File: src/rtl/pwm_combo_pkg.sv
package pwm_combo_pkg;
  typedef enum logic [1:0] {
    FN_OR   = 2'b00,
    FN_AND  = 2'b01,
    FN_XOR  = 2'b10,
    FN_RSVD = 2'b11
  } combo_fn_e;

  function automatic logic letter_is_high(input logic [7:0] letter);
    return (letter == "A") || (letter == "C") || (letter == "E");
  endfunction
endpackage

File: src/rtl/pwm_combo_src.sv
module pwm_combo_src #(
  parameter int NGEN = 8,
  localparam int NPIN = 2 * NGEN,
  localparam int SELW = $clog2(NPIN)
) (
  input  logic [NGEN-1:0] h_in,
  input  logic [NGEN-1:0] l_in,
  input  logic [SELW-1:0] sel,
  input  logic            inv,
  output logic            bit_o
);
  logic [NPIN-1:0] flat;

  // interleave: even index = high side, odd index = low side
  for (genvar g = 0; g < NGEN; g++) begin : g_flat
    assign flat[2*g]   = h_in[g];
    assign flat[2*g+1] = l_in[g];
  end

  assign bit_o = flat[sel] ^ inv;
endmodule

File: src/rtl/pwm_combo_fn.sv
module pwm_combo_fn
  import pwm_combo_pkg::*;
(
  input  logic       a,
  input  logic       b,
  input  logic [1:0] fn,
  output logic       y,
  output logic       live
);
  always_comb begin
    y    = 1'b0;
    live = 1'b1;
    case (fn)
      FN_OR:   y = a | b;
      FN_AND:  y = a & b;
      FN_XOR:  y = a ^ b;
      default: live = 1'b0;
    endcase
  end
endmodule

File: src/rtl/pwm_combo_route.sv
module pwm_combo_route #(
  parameter int NGEN       = 8,
  parameter bit DRIVE_HIGH = 1'b1,
  localparam int DW        = $clog2(NGEN)
) (
  input  logic [NGEN-1:0] h_in,
  input  logic [NGEN-1:0] l_in,
  input  logic [DW-1:0]   dst,
  input  logic            live,
  input  logic            val,
  output logic [NGEN-1:0] h_out,
  output logic [NGEN-1:0] l_out
);
  logic [NGEN-1:0] near_in, near_out;

  // generator 1 (index 0) is never a destination: code 0 disables
  assign near_out[0] = near_in[0];
  for (genvar g = 1; g < NGEN; g++) begin : g_pin
    assign near_out[g] = (live && dst == DW'(g)) ? val : near_in[g];
  end

  if (DRIVE_HIGH) begin : g_high
    assign near_in = h_in;
    assign h_out   = near_out;
    assign l_out   = l_in;
  end else begin : g_low
    assign near_in = l_in;
    assign l_out   = near_out;
    assign h_out   = h_in;
  end
endmodule

File: src/rtl/pwm_combo_cell.sv
module pwm_combo_cell
  import pwm_combo_pkg::*;
#(
  parameter int         NGEN    = 8,
  parameter logic [7:0] INST_ID = "A",
  localparam int        SELW    = $clog2(2 * NGEN),
  localparam int        DW      = $clog2(NGEN),
  localparam bit        DRIVE_HIGH = letter_is_high(INST_ID)
) (
  input  logic            clk,
  input  logic            rst_n,
  input  logic [NGEN-1:0] pwm_h_in,
  input  logic [NGEN-1:0] pwm_l_in,
  input  logic [SELW-1:0] src_a_sel,
  input  logic [SELW-1:0] src_b_sel,
  input  logic            src_a_inv,
  input  logic            src_b_inv,
  input  logic [1:0]      func_sel,
  input  logic [DW-1:0]   dest_sel,
  output logic [NGEN-1:0] pwm_h_out,
  output logic [NGEN-1:0] pwm_l_out
);
  logic            a_bit, b_bit, res, fn_live;
  logic [NGEN-1:0] h_nxt, l_nxt;

  pwm_combo_src #(.NGEN(NGEN)) u_src_a (
    .h_in(pwm_h_in), .l_in(pwm_l_in), .sel(src_a_sel), .inv(src_a_inv), .bit_o(a_bit));
  pwm_combo_src #(.NGEN(NGEN)) u_src_b (
    .h_in(pwm_h_in), .l_in(pwm_l_in), .sel(src_b_sel), .inv(src_b_inv), .bit_o(b_bit));

  pwm_combo_fn u_fn (.a(a_bit), .b(b_bit), .fn(func_sel), .y(res), .live(fn_live));

  pwm_combo_route #(.NGEN(NGEN), .DRIVE_HIGH(DRIVE_HIGH)) u_route (
    .h_in(pwm_h_in), .l_in(pwm_l_in), .dst(dest_sel), .live(fn_live), .val(res),
    .h_out(h_nxt), .l_out(l_nxt));

  always_ff @(posedge clk or negedge rst_n) begin
    if (!rst_n) begin
      pwm_h_out <= '0;
      pwm_l_out <= '0;
    end else begin
      pwm_h_out <= h_nxt;
      pwm_l_out <= l_nxt;
    end
  end
endmodule

File: config.mk
export PLATFORM = sky130hd
export DESIGN_NAME = pwm_combo_cell
export DESIGN_NICKNAME = d
export VERILOG_FILES = /design/src/rtl/pwm_combo_pkg.sv /design/src/rtl/pwm_combo_src.sv /design/src/rtl/pwm_combo_fn.sv /design/src/rtl/pwm_combo_route.sv /design/src/rtl/pwm_combo_cell.sv
export SDC_FILE = /design/constraint.sdc
export NUM_CORES = 1
export LEC_CHECK = 0
export ABC_AREA = 1
export BUFFER_PORTS_ARGS = -buffer_cell sky130_fd_sc_hd__buf_2
export CAP_MARGIN = 0
export CORE_MARGIN = 4
export CORE_UTILIZATION = 47
export CTS_CLUSTER_SIZE = 12
export DETAILED_ROUTE_END_ITERATION = 10
export PLACE_DENSITY = 0.78
export SLEW_MARGIN = 0
export SYNTH_ARGS = -nofsm -noshare
export SYNTH_HDL_FRONTEND = slang
export SYNTH_SLANG_ARGS = --single-unit
File: constraint.sdc
create_clock -name clk -period 0.8 [get_ports clk]
set_clock_uncertainty 0.05 [all_clocks]
set_input_delay 0.24 -clock clk [delete_from_list [all_inputs] [get_ports clk]]
set_output_delay 0.24 -clock clk [all_outputs]
set_load 0.005 [all_outputs]
Yosys cells after proc, flatten, opt, wreduce, memory -nomap -nowiden
Cells that the tools add are included. Widths: inputs -> output; s select.

Flip-flop bits (word level): 16. Bits of input ports: 33. Output and inout bits: 16. Word-level logic and storage cells: 40.

Order comparisons: 2. Eq/ne operators: 9. Mux-type cells: 13. Bitwise gates (word level): 5. Reduce and logical (&&, ||, !) cells: 9.

Operators with widths (count): $eq 3x3->1 const B (4); $lt 4x5->1 const B (2); $mux 1 (10); $bmux 1 s4 (2); $logic_and 1x1->1 (7); $eq 3x2->1 const B (2); $eq 3x1->1 const B (1); $pmux 1 s3 (1); $reduce_or 3->1 (1); $xor 1x1->1 (3); $eq 2x1->1 const B (1); $eq 2x2->1 const B (1); $logic_not 2->1 (1); $and 1x1->1 (1); $or 1x1->1 (1).

Longest topological paths before layout
Gate-level depths: netlist of the first run.

Depth in word-level cells: 6. Mapped depth: 14. Mapped depth without buffers: 13.

Cells and area by module
From an unflattened synthesis of the first run, not the netlist that was laid out.

Cells, all modules: 183. Area, all modules: 1217.4 µm².

By module, submodules not included: pwm_combo_src (times used 2, cells each 54, area an instance 259.0 µm², seq. area each 0.0 µm²); pwm_combo_cell (times used 1, cells each 16, area an instance 400.4 µm², seq. area each 400.4 µm²); pwm_combo_route (times used 1, cells each 47, area an instance 232.7 µm², seq. area each 0.0 µm²); pwm_combo_fn (times used 1, cells each 12, area an instance 66.3 µm², seq. area each 0.0 µm²).

Least setup slack after synthesis of the first run
Ideal clock, no wire load.

Path kind: input to register. Start: in src_a_sel[0]. End: reg pwm_h_out[4]. Library setup time: 127 ps. Arrival: 1502 ps. Data required time: 623 ps. Path slack: -879 ps. Stages: 14. Buffers on the path: 1. Cell sequence: buf_6 inv_6 nand2_1 nand3_1 nand3_2 nand3b_4 nand2_2 nand2_1 nand2_1 ha_1 nand3_1 o311ai_4 nand2_1 o21ai_0.

Cells in the longest elaborated chain, start to end: 6. Elaborated cells on any way between the ends: 8. Those cells by class: mux (4); bitwise (4).

RTL lines: start, declared (RTL line pwm_combo_cell.sv:14) `input logic [SELW-1:0] src_a_sel,`; $bmux 1 s4 * (RTL line pwm_combo_src.sv:20) `assign bit_o = flat[sel] ^ inv;`; $mux 1 (implied by the code) * (RTL line pwm_combo_src.sv:20); $xor 1x1->1 * (RTL line pwm_combo_src.sv:20); $xor 1x1->1, or another cell as far along (RTL line pwm_combo_fn.sv:16) `FN_XOR: y = a ^ b;`; $pmux 1 s3 * (RTL line pwm_combo_fn.sv:13) `case (fn)`; $mux 1 * (RTL line pwm_combo_route.sv:19) `assign near_out[g] = (live && dst == DW'(g)) ? val : near_in[g];`; named net h_nxt[4] (RTL line pwm_combo_cell.sv:24) `logic [NGEN-1:0] h_nxt, l_nxt;`; end signal, assigned (RTL line pwm_combo_cell.sv:42) `pwm_h_out <= h_nxt;`; end, declared (RTL line pwm_combo_cell.sv:20) `output logic [NGEN-1:0] pwm_h_out,`.

The timed path passes the listed nets; every way through them passes the cells marked *. The select of a mux whose other input is x is not followed.

Final worst setup path of the first run
Start: in src_b_sel[1]. End: reg pwm_h_out[2].

Cells in the longest elaborated chain, start to end: 6. Elaborated cells on any way between the ends: 8. Those cells by class: mux (4); bitwise (4).

RTL lines: start, declared (RTL line pwm_combo_cell.sv:15) `input logic [SELW-1:0] src_b_sel,`; $bmux 1 s4 * (RTL line pwm_combo_src.sv:20); $mux 1 (implied by the code) * (RTL line pwm_combo_src.sv:20); $xor 1x1->1 * (RTL line pwm_combo_src.sv:20); $xor 1x1->1, or another cell as far along (RTL line pwm_combo_fn.sv:16); $pmux 1 s3 * (RTL line pwm_combo_fn.sv:13); $mux 1 * (RTL line pwm_combo_route.sv:19); named net h_nxt[2] (RTL line pwm_combo_cell.sv:24).

Marked as above.

==> results.ini, run 1 <==
[status]
outcome = finished, violations left
violations = setup timing

[placed_design]
place_congestion = 0.8572
pre_cts_ws_ns = -1.157
port_buffers = 48
dp.cells = 241
hpwl_mm = 2.576
placed_area_um2 = 1483

[critical_path]
setup.worst_path.end_class = flip-flop
worst_ep_required_time_ns = 0.96
startpoint_type = input port
worstSetupPathType = in -> reg
crit_arrival_ns = 1.74
worstPathMaxFanout = 7

[logic_synthesis]
synth_edf_count = 0
synth_top_flop_cell = dfrtp_1
yosysWarnings = 0
synth_area_um2 = 1152
synth.distinct_cells = 15
yosysTopAreaCell = dfrtp_1
synth_common_cells = nand2_1, inv_1, nand3_1
syn_area_per_cell_um2 = 7.202
ys_seq_elements = 16
syn_inst = 160
ys_seq_area_share_pct = 34.74
yosys-top-cells-area = dfrtp_1, nand2_1, nand3_2
synth-async-reset-ratio_pct = 100.0
yosys.cell_count.top_type = nand2_1
synth_nets = 195
synth_top_area_share_pct = 34.74

[finish]
syn2layout_area_growth_pct = 52.23
stdcell_count = 250
drive_above_1_share_pct = 57.66
antenna_cells = 0
fin_area_um2 = 1754
num-nets-final = 258

[timing]
setup_viol = 23
drv_slew = 0
worstMarginPinSlew_ns = 0.3657
setup_ws_ns = -0.7798
period_share_pct = 197.5
fin_crit_ns = 1.580
relSlewSlack_pct = 75.56
clock.fmax_mhz = 633.0
rsz0062_at_grt = yes
hold_viol_final = 0

[routing]
firstDrtPassIters = 4
drc = 0
antenna_left = 0
drt-initial-drc-count = 41
wirelength_mm = 3.348
routed_via_density = 5.072
wl_per_cell_um = 13.39
num_vias = 1268

[min_path]
min_path_type = in -> reg

[die]
fp.dieW_um = 57.52
core-area_um2 = 2276
rows = 17
io_pins = 49
die_area_um2 = 3308
start_util_pct = 50.63
die_y_um = 57.52

[power_and_ir_drop]
p_per_area_nw_per_um2 = 1234
leakagePower_nw = 0.9750
ir_drop_uv = 1085

[clock_network]
cts_buffers = 3
clock-root-buffer = clkbuf_4
cts_tree = built
htree_levels = 1
cts_sinks = 16
cts_buffer_depth = 2
path_clk_slew_ns = 0.10

[global_route]
grt_pass1_vias = 1216
grt_max_degree = 17
grt_usage_pct = 20.48
antenna_found_initial = 0
grt_overflow_total = 0
grt_pass1_wl_mm = 5.333

[run]
max-cap-violations = 0

placed cells by master (no fill, tap or decap), types with 3 or more instances in the layout:
| cell | count |
|---|---|
| nand2_2 | 13 |
| inv_1 | 16 |
| nand2_4 | 6 |
| buf_4 | 10 |
| clkbuf_4 | 3 |
| dfrtp_1 | 16 |
| nand3_1 | 8 |
| nand2_1 | 33 |
| inv_2 | 12 |
| dlygate4sd3_1 | 3 |
| buf_2 | 43 |
| nor2_1 | 11 |
| nand3_2 | 24 |
| inv_4 | 5 |
| o21ai_1 | 6 |
stage by stage:
step / power, mW / hold WS [ns] / TNS (ns) / utilization, %
floorplan: 1.250 / -0.1056 / -5.872 / -
global placement: 1.472 / 0.1013 / -7.142 / 65.15
detailed placement: 1.495 / 0.1153 / -7.669 / 65.15
CTS: 2.115 / 0.01301 / -8.838 / 73.94
global route: 2.285 / 0.00002245 / -10.39 / 77.08
finish: 2.164 / 0.01718 / -9.229 / 77.08
cells by family (layout without fill, tap and decap cells):
kind of cell    after synthesis  in the layout  share of synthesized area [%]
compound gates                8              8                          5.320
fa+ha+maj                     2              2                          2.171
buf+inv                      37             99                          14.01
flops                        16             16                          34.74
simple gates                 97             97                          43.76
sequential cells by signal (all words and copies together) (netlist names):
signal     count
pwm_l_out      8
pwm_h_out      8
final timing paths:
kind	to	depth (start not counted)	slack [ns]	from
min in group asynchronous	pwm_l_out[4]	2	0.31	rst_n
max in group asynchronous	pwm_h_out[3]	2	0.13	rst_n
worst max-delay path	pwm_h_out[2]	11	-0.78	src_b_sel[1]
worst min-delay path	pwm_l_out[1]	1	0.02	pwm_l_in[1]
area by class of cell:
class,instances,area (um2)
fillers,141,521.8
clock buffers,4,36.28
multi-input cells,107,724.4
inverters,35,163.9
repair buffers,60,394.1
flip-flops and latches,16,400.4
well taps,28,35.03
metal layers:
metal	part of all wire, %	GRT usage (%)
met1	37	24.27
met2	56	37.74
met3	7.3	2.715
met4	0.30	6.291
met5	0	0
critical path, stage by stage:
cell	delay [ns]
buf_4	0.14
inv_2	0.11
nand3_1	0.09
nand3_1	0.09
nand3_2	0.09
nand3_1	0.08
nand2_1	0.06
ha_2	0.19
o311ai_4	0.38
nand2_1	0.16
o21ai_2	0.10
power breakdown:
group / switching [mW] / internal [mW] / total (mW)
registers: 0.0100 / 0.857 / 0.867
clock network: 0.264 / 0.277 / 0.541
logic: 0.419 / 0.336 / 0.756
repair_timing:
item	4_1_cts	5_1_grt
endpoints found under the setup margin	23	23
gates cloned	1	0
resized for setup	52	12
pin swaps	22	19
hold buffers	1	2
buffers inserted	0	1
endpoints found under the hold margin	16	2
Power figures use the tool's default switching activity.
==> run 2: changes to the inputs <==
--- a/config.mk
+++ b/config.mk
@@ -8,11 +8,12 @@
 export ABC_AREA = 1
 export BUFFER_PORTS_ARGS = -buffer_cell sky130_fd_sc_hd__buf_2
 export CAP_MARGIN = 0
-export CORE_MARGIN = 4
-export CORE_UTILIZATION = 47
+export CELL_PAD_IN_SITES_DETAIL_PLACEMENT = 1
+export CELL_PAD_IN_SITES_GLOBAL_PLACEMENT = 1
+export CORE_UTILIZATION = 32
 export CTS_CLUSTER_SIZE = 12
 export DETAILED_ROUTE_END_ITERATION = 10
-export PLACE_DENSITY = 0.78
+export PLACE_DENSITY = 0.77
 export SLEW_MARGIN = 0
 export SYNTH_ARGS = -nofsm -noshare
 export SYNTH_HDL_FRONTEND = slang
==> results.ini, run 2 (synthesized netlist as in run 1, its figures left out) <==
[placed_design]
hpwl_mm = 2.987
port_buffers = 48
place_congestion = 0.8852

[power_and_ir_drop]
p_int_mw = 1.459
clockPowerShare_pct = 24.9
leakagePower_nw = 0.9369
p_per_area_nw_per_um2 = 1240
combPwrFrac_pct = 34.9
ir_drop_uv = 613.7
power.net_switching_mw = 0.6991
p_sw_share_pct = 32.40
p_total_mw = 2.158
seqPwrFrac_pct = 40.2

[finish]
seqCellArea_um2 = 400.4
fillers = 425
postLayoutCoreUtil_pct = 51.35
multiInputGateArea_um2 = 713.2
final_cell_mix = buf_2, nand2_1, nand3_2
antenna_cells = 0
final_common_cell = buf_2
num-nets-final = 252
drive_above_1_share_pct = 58.80
top_regs = pwm_h_out: 8 flops, pwm_l_out: 8 flops
syn2layout_area_growth_pct = 51.03

[timing]
setup_viol = 23
worstMarginPinSlew_ns = 0.3707
period_share_pct = 193.2
rsz0062_at_grt = yes
fin_crit_ns = 1.546
hold_viol_final = 0
clock.fmax_mhz = 646.9
relSlewSlack_pct = 75.29
setup_ws_ns = -0.7459
drv_slew = 0

[die]
die_y_um = 62.01
core-area_um2 = 3390
start_util_pct = 34.00
fp.dieW_um = 62.01
die_area_um2 = 3845
io_pins = 49
rows = 21

[global_route]
grt_max_degree = 17
grt_pass1_wl_mm = 5.678
grt_pass1_vias = 1269
grt_overflow_total = 0
antenna_found_initial = 0
grt_usage_pct = 20.82

[routing]
wirelength_mm = 3.808
drt-initial-drc-count = 34
firstDrtPassIters = 4
num_vias = 1223
antenna_left = 0
routed_via_density = 4.668
wl_per_cell_um = 14.53
drc = 0

[critical_path]
cp_num_buf_inv = 2
worstPathMaxFanout = 8
crit_chain = buf_12, inv_12, nand2_4, nand3_2, nand3_2, nand3b_4, nand2_2, nand2_1, nand2_1, ha_2, o311ai_4, nand2_1, o21ai_1
crit_arrival_ns = 1.70
worstSetupPathType = in -> reg
max_stage_delay_ns = 0.38
slowest_stage = o311ai_4
worst_ep_required_time_ns = 0.95
path_common_cell = nand2_1
setup.worst_path.end_class = flip-flop
startpoint_type = input port
crit_family = simple AND/OR/NAND/NOR gates

[clock_network]
path_clk_slew_ns = 0.08
cts_buffers = 3
clock-root-buffer = clkbuf_4
cts_tree = built
htree_levels = 1
cts_buffer_depth = 2
cts_sinks = 16

[min_path]
min_path_type = in -> reg

[status]
violations = setup timing
outcome = finished, violations left

[run]
max-cap-violations = 0

[run 2: power groups by stage]
stage               combinational, mW  sequential (mW)  clock, mW
finish                          0.753            0.868      0.537
detailed placement              0.611            0.885          0
floorplan                       0.355            0.894          0
global placement                0.582            0.882          0
global route                    0.826            0.873      0.595
CTS                             0.686            0.868      0.540
[run 2: layout make-up]
| type | instances | area share, % |
|---|---|---|
| well taps | 46 | 3.307 |
| multi-input cells | 107 | 40.98 |
| repair buffers | 54 | 20.63 |
| clock buffers | 4 | 2.085 |
| flip-flops and latches | 16 | 23.01 |
| inverters | 35 | 9.993 |
[run 2: per-stage QoR]
step / cell area, um2 / hold WS [ns] / TNS [ns] / setup slack (ns) / std cells
floorplan: 1186 / -0.1056 / -5.872 / -0.8397 / 160
global placement: 1460 / 0.1010 / -7.477 / -1.110 / 253
detailed placement: 1460 / 0.1223 / -7.968 / -1.189 / 253
CTS: 1609 / 0.01087 / -9.183 / -0.7148 / 258
global route: 1740 / -0.001105 / -10.65 / -0.8314 / 262
finish: 1740 / 0.01214 / -9.366 / -0.7459 / 262
[run 2: final timing paths]
kind	from	end	slack, ns	depth (start not counted)
worst max-delay path	src_a_sel[0]	pwm_h_out[1]	-0.75	13
worst min-delay path	pwm_l_in[5]	pwm_l_out[5]	0.01	1
max in group asynchronous	rst_n	pwm_h_out[4]	0.09	2
min in group asynchronous	rst_n	pwm_l_out[7]	0.33	2
[run 2: what timing repair did]
action,4_1_cts,5_1_grt
gates cloned,0,1
setup endpoints to repair,23,23
endpoints found under the hold margin,16,0
hold buffers,1,0
resized for setup,44,23
setup buffers,0,3
pin swaps,20,17
[run 2: metal layers]
layer	vias to the layer above	share of wire (%)	global-route usage (%)
li1	603	-	-
met1	575	40	22.43
met2	39	55	42.40
met4	0	1.0	4.127
met3	6	3.9	2.692
met5	-	0	0
==> run 3: changes to the inputs <==
--- a/config.mk
+++ b/config.mk
@@ -17,4 +17,5 @@
 export SLEW_MARGIN = 0
 export SYNTH_ARGS = -nofsm -noshare
 export SYNTH_HDL_FRONTEND = slang
+export SYNTH_HIERARCHICAL = 1
 export SYNTH_SLANG_ARGS = --single-unit
==> results.ini, run 3 <==
[status]
outcome = finished, violations left
violations = setup timing

[logic_synthesis]
syn_inst = 183
yosysWarnings = 6
synth.distinct_cells = 15
synth_top_flop_cell = dfrtp_1
syn_area_per_cell_um2 = 6.653
yosysTopAreaCell = dfrtp_1
synth-async-reset-ratio_pct = 100.0
synth_common_cells = nand2_1, inv_1, nand3_1
synth_area_um2 = 1217
synth_edf_count = 0
synth_top_area_share_pct = 32.89
synth_nets = 218
yosys-top-cells-area = dfrtp_1, nand2_1, inv_1
yosys.cell_count.top_type = nand2_1
ys_seq_area_share_pct = 32.89
ys_seq_elements = 16

[timing]
fin_crit_ns = 1.592
rsz0062_at_grt = yes
clock.fmax_mhz = 628.3
drv_slew = 0
setup_viol = 23
setup_ws_ns = -0.7915
hold_viol_final = 0
relSlewSlack_pct = 84.23
period_share_pct = 198.9
worstMarginPinSlew_ns = 0.2362

[critical_path]
worstSetupPathType = in -> reg
worstPathMaxFanout = 8
crit_arrival_ns = 1.67
startpoint_type = input port
slowest_stage = ha_4
worst_ep_required_time_ns = 0.88
max_stage_delay_ns = 0.24
setup.worst_path.end_class = flip-flop
crit_chain = buf_12, clkinv_8, nand2_2, nand3_1, nand3_1, nand3_2, nand2_1, nand2_1, nand2_2, inv_2, ha_4, nand3_4, nand3_4, nand3_2, nand2_1
path_common_cell = nand2_1

[global_route]
grt_max_degree = 17
grt_pass1_wl_mm = 5.727
grt_pass1_vias = 1246
grt_usage_pct = 18.31
grt_overflow_total = 0
antenna_found_initial = 0

[routing]
wirelength_mm = 3.540
num_vias = 1266
antenna_left = 0
drc = 0
wl_per_cell_um = 12.55
drt-initial-drc-count = 55
routed_via_density = 4.489
firstDrtPassIters = 4

[die]
start_util_pct = 33.25
rows = 22
die_y_um = 63.68
die_area_um2 = 4055
io_pins = 49
fp.dieW_um = 63.68
core-area_um2 = 3661

[finish]
top_regs = pwm_h_out: 8 flops, pwm_l_out: 8 flops
postLayoutCoreUtil_pct = 50.17
drive_above_1_share_pct = 54.27
final_common_cell = nand2_1
antenna_cells = 0
num-nets-final = 271
fillers = 479
final_cell_mix = nand2_1, buf_2, inv_1
syn2layout_area_growth_pct = 50.87

[power_and_ir_drop]
ir_drop_uv = 411.3
p_per_area_nw_per_um2 = 1209
leakagePower_nw = 1.042

[min_path]
min_from = pwm_h_in[0]
min_to = pwm_h_out[0]
min_path_type = in -> reg
whs_path_depth = 1

[clock_network]
cts_sinks = 16
cts_buffer_depth = 2
cts_buffers = 3
cts_tree = built
clock-root-buffer = clkbuf_8
postCtsSetupBuffers = 0
htree_levels = 1
path_clk_slew_ns = 0.06

[placed_design]
port_buffers = 48
pre_cts_ws_ns = -1.218
place_congestion = 0.8205
hpwl_mm = 2.717

[run]
max-cap-violations = 0

-- run 3: worst max path at each step --
stage / start / endpoint / slack (ns) / cells after the start
after global placement: src_a_sel[0] / pwm_h_out[6] / -1.18 / 15
after CTS: src_a_sel[0] / pwm_h_out[5] / -0.70 / 16
final: src_a_sel[0] / pwm_h_out[5] / -0.79 / 15
after floorplan: src_a_sel[0] / pwm_h_out[3] / -0.84 / 16
after global routing: pwm_h_in[6] / pwm_h_out[5] / -0.85 / 15
after detailed placement: src_a_sel[0] / pwm_h_out[5] / -1.22 / 15
-- run 3: cells by family after synthesis --
| kind of cell | Yosys count | share of synthesized area [%] |
|---|---|---|
| adder cells (fa/ha/maj) | 2 | 2.055 |
| buffers and inverters | 54 | 21.89 |
| AO/OA/AOI/OAI | 1 | 0.4107 |
| AND/OR/NAND/NOR | 110 | 42.75 |
| flip-flops | 16 | 32.89 |
-- run 3: repair_timing --
item,4_1_cts,5_1_grt
setup endpoints to repair,23,39
hold buffers,1,0
pin swaps,12,16
cloned,1,1
gates resized for setup,40,29
hold endpoints to repair,16,0
-- run 3: final cells by class --
cell class | instances | area, um2 | share of cell area, %
inverter | 43 | 191.4 | 10.42
clock buffer | 3 | 41.29 | 2.248
multi-input combinational | 113 | 730.7 | 39.78
sequential | 16 | 400.4 | 21.80
timing repair buffer | 59 | 412.9 | 22.48
tap | 48 | 60.06 | 3.270
-- run 3: metrics by stage --
step | instances | TNS [ns] | power [mW] | cell area (um2) | hold WS [ns]
finish | 282 | -8.585 | 2.221 | 1837 | 0.1009
global route | 282 | -9.540 | 2.386 | 1837 | 0.08805
CTS | 281 | -8.087 | 2.166 | 1715 | 0.09943
detailed placement | 276 | -8.339 | 1.486 | 1495 | 0.1097
global placement | 276 | -8.064 | 1.472 | 1495 | 0.1066
floorplan | 183 | -5.793 | 1.244 | 1242 | -0.1056
-- run 3: worst max-delay path, delay by kind of cell --
| kind | cells | cell delay (ns) |
|---|---|---|
| AND/OR/NAND/NOR | 11 | 0.96 |
| buffers and inverters | 3 | 0.22 |
| adder cells (fa/ha/maj) | 1 | 0.24 |
-- run 3: report_power, final --
part	switching (mW)	internal, mW	leakage, nW
registers	0.0105	0.859	0.188
logic	0.445	0.355	0.833
clock network	0.220	0.331	0.0216
total	0.675	1.55	1.04
-- run 3: layer usage --
metal / vias up / GRT usage [%] / wire, um
met5: - / 0 / 0
met4: 0 / 4.261 / 0
met3: 0 / 0.7246 / 107
met2: 32 / 33.38 / 1858
met1: 593 / 23.47 / 1574
li1: 641 / - / -
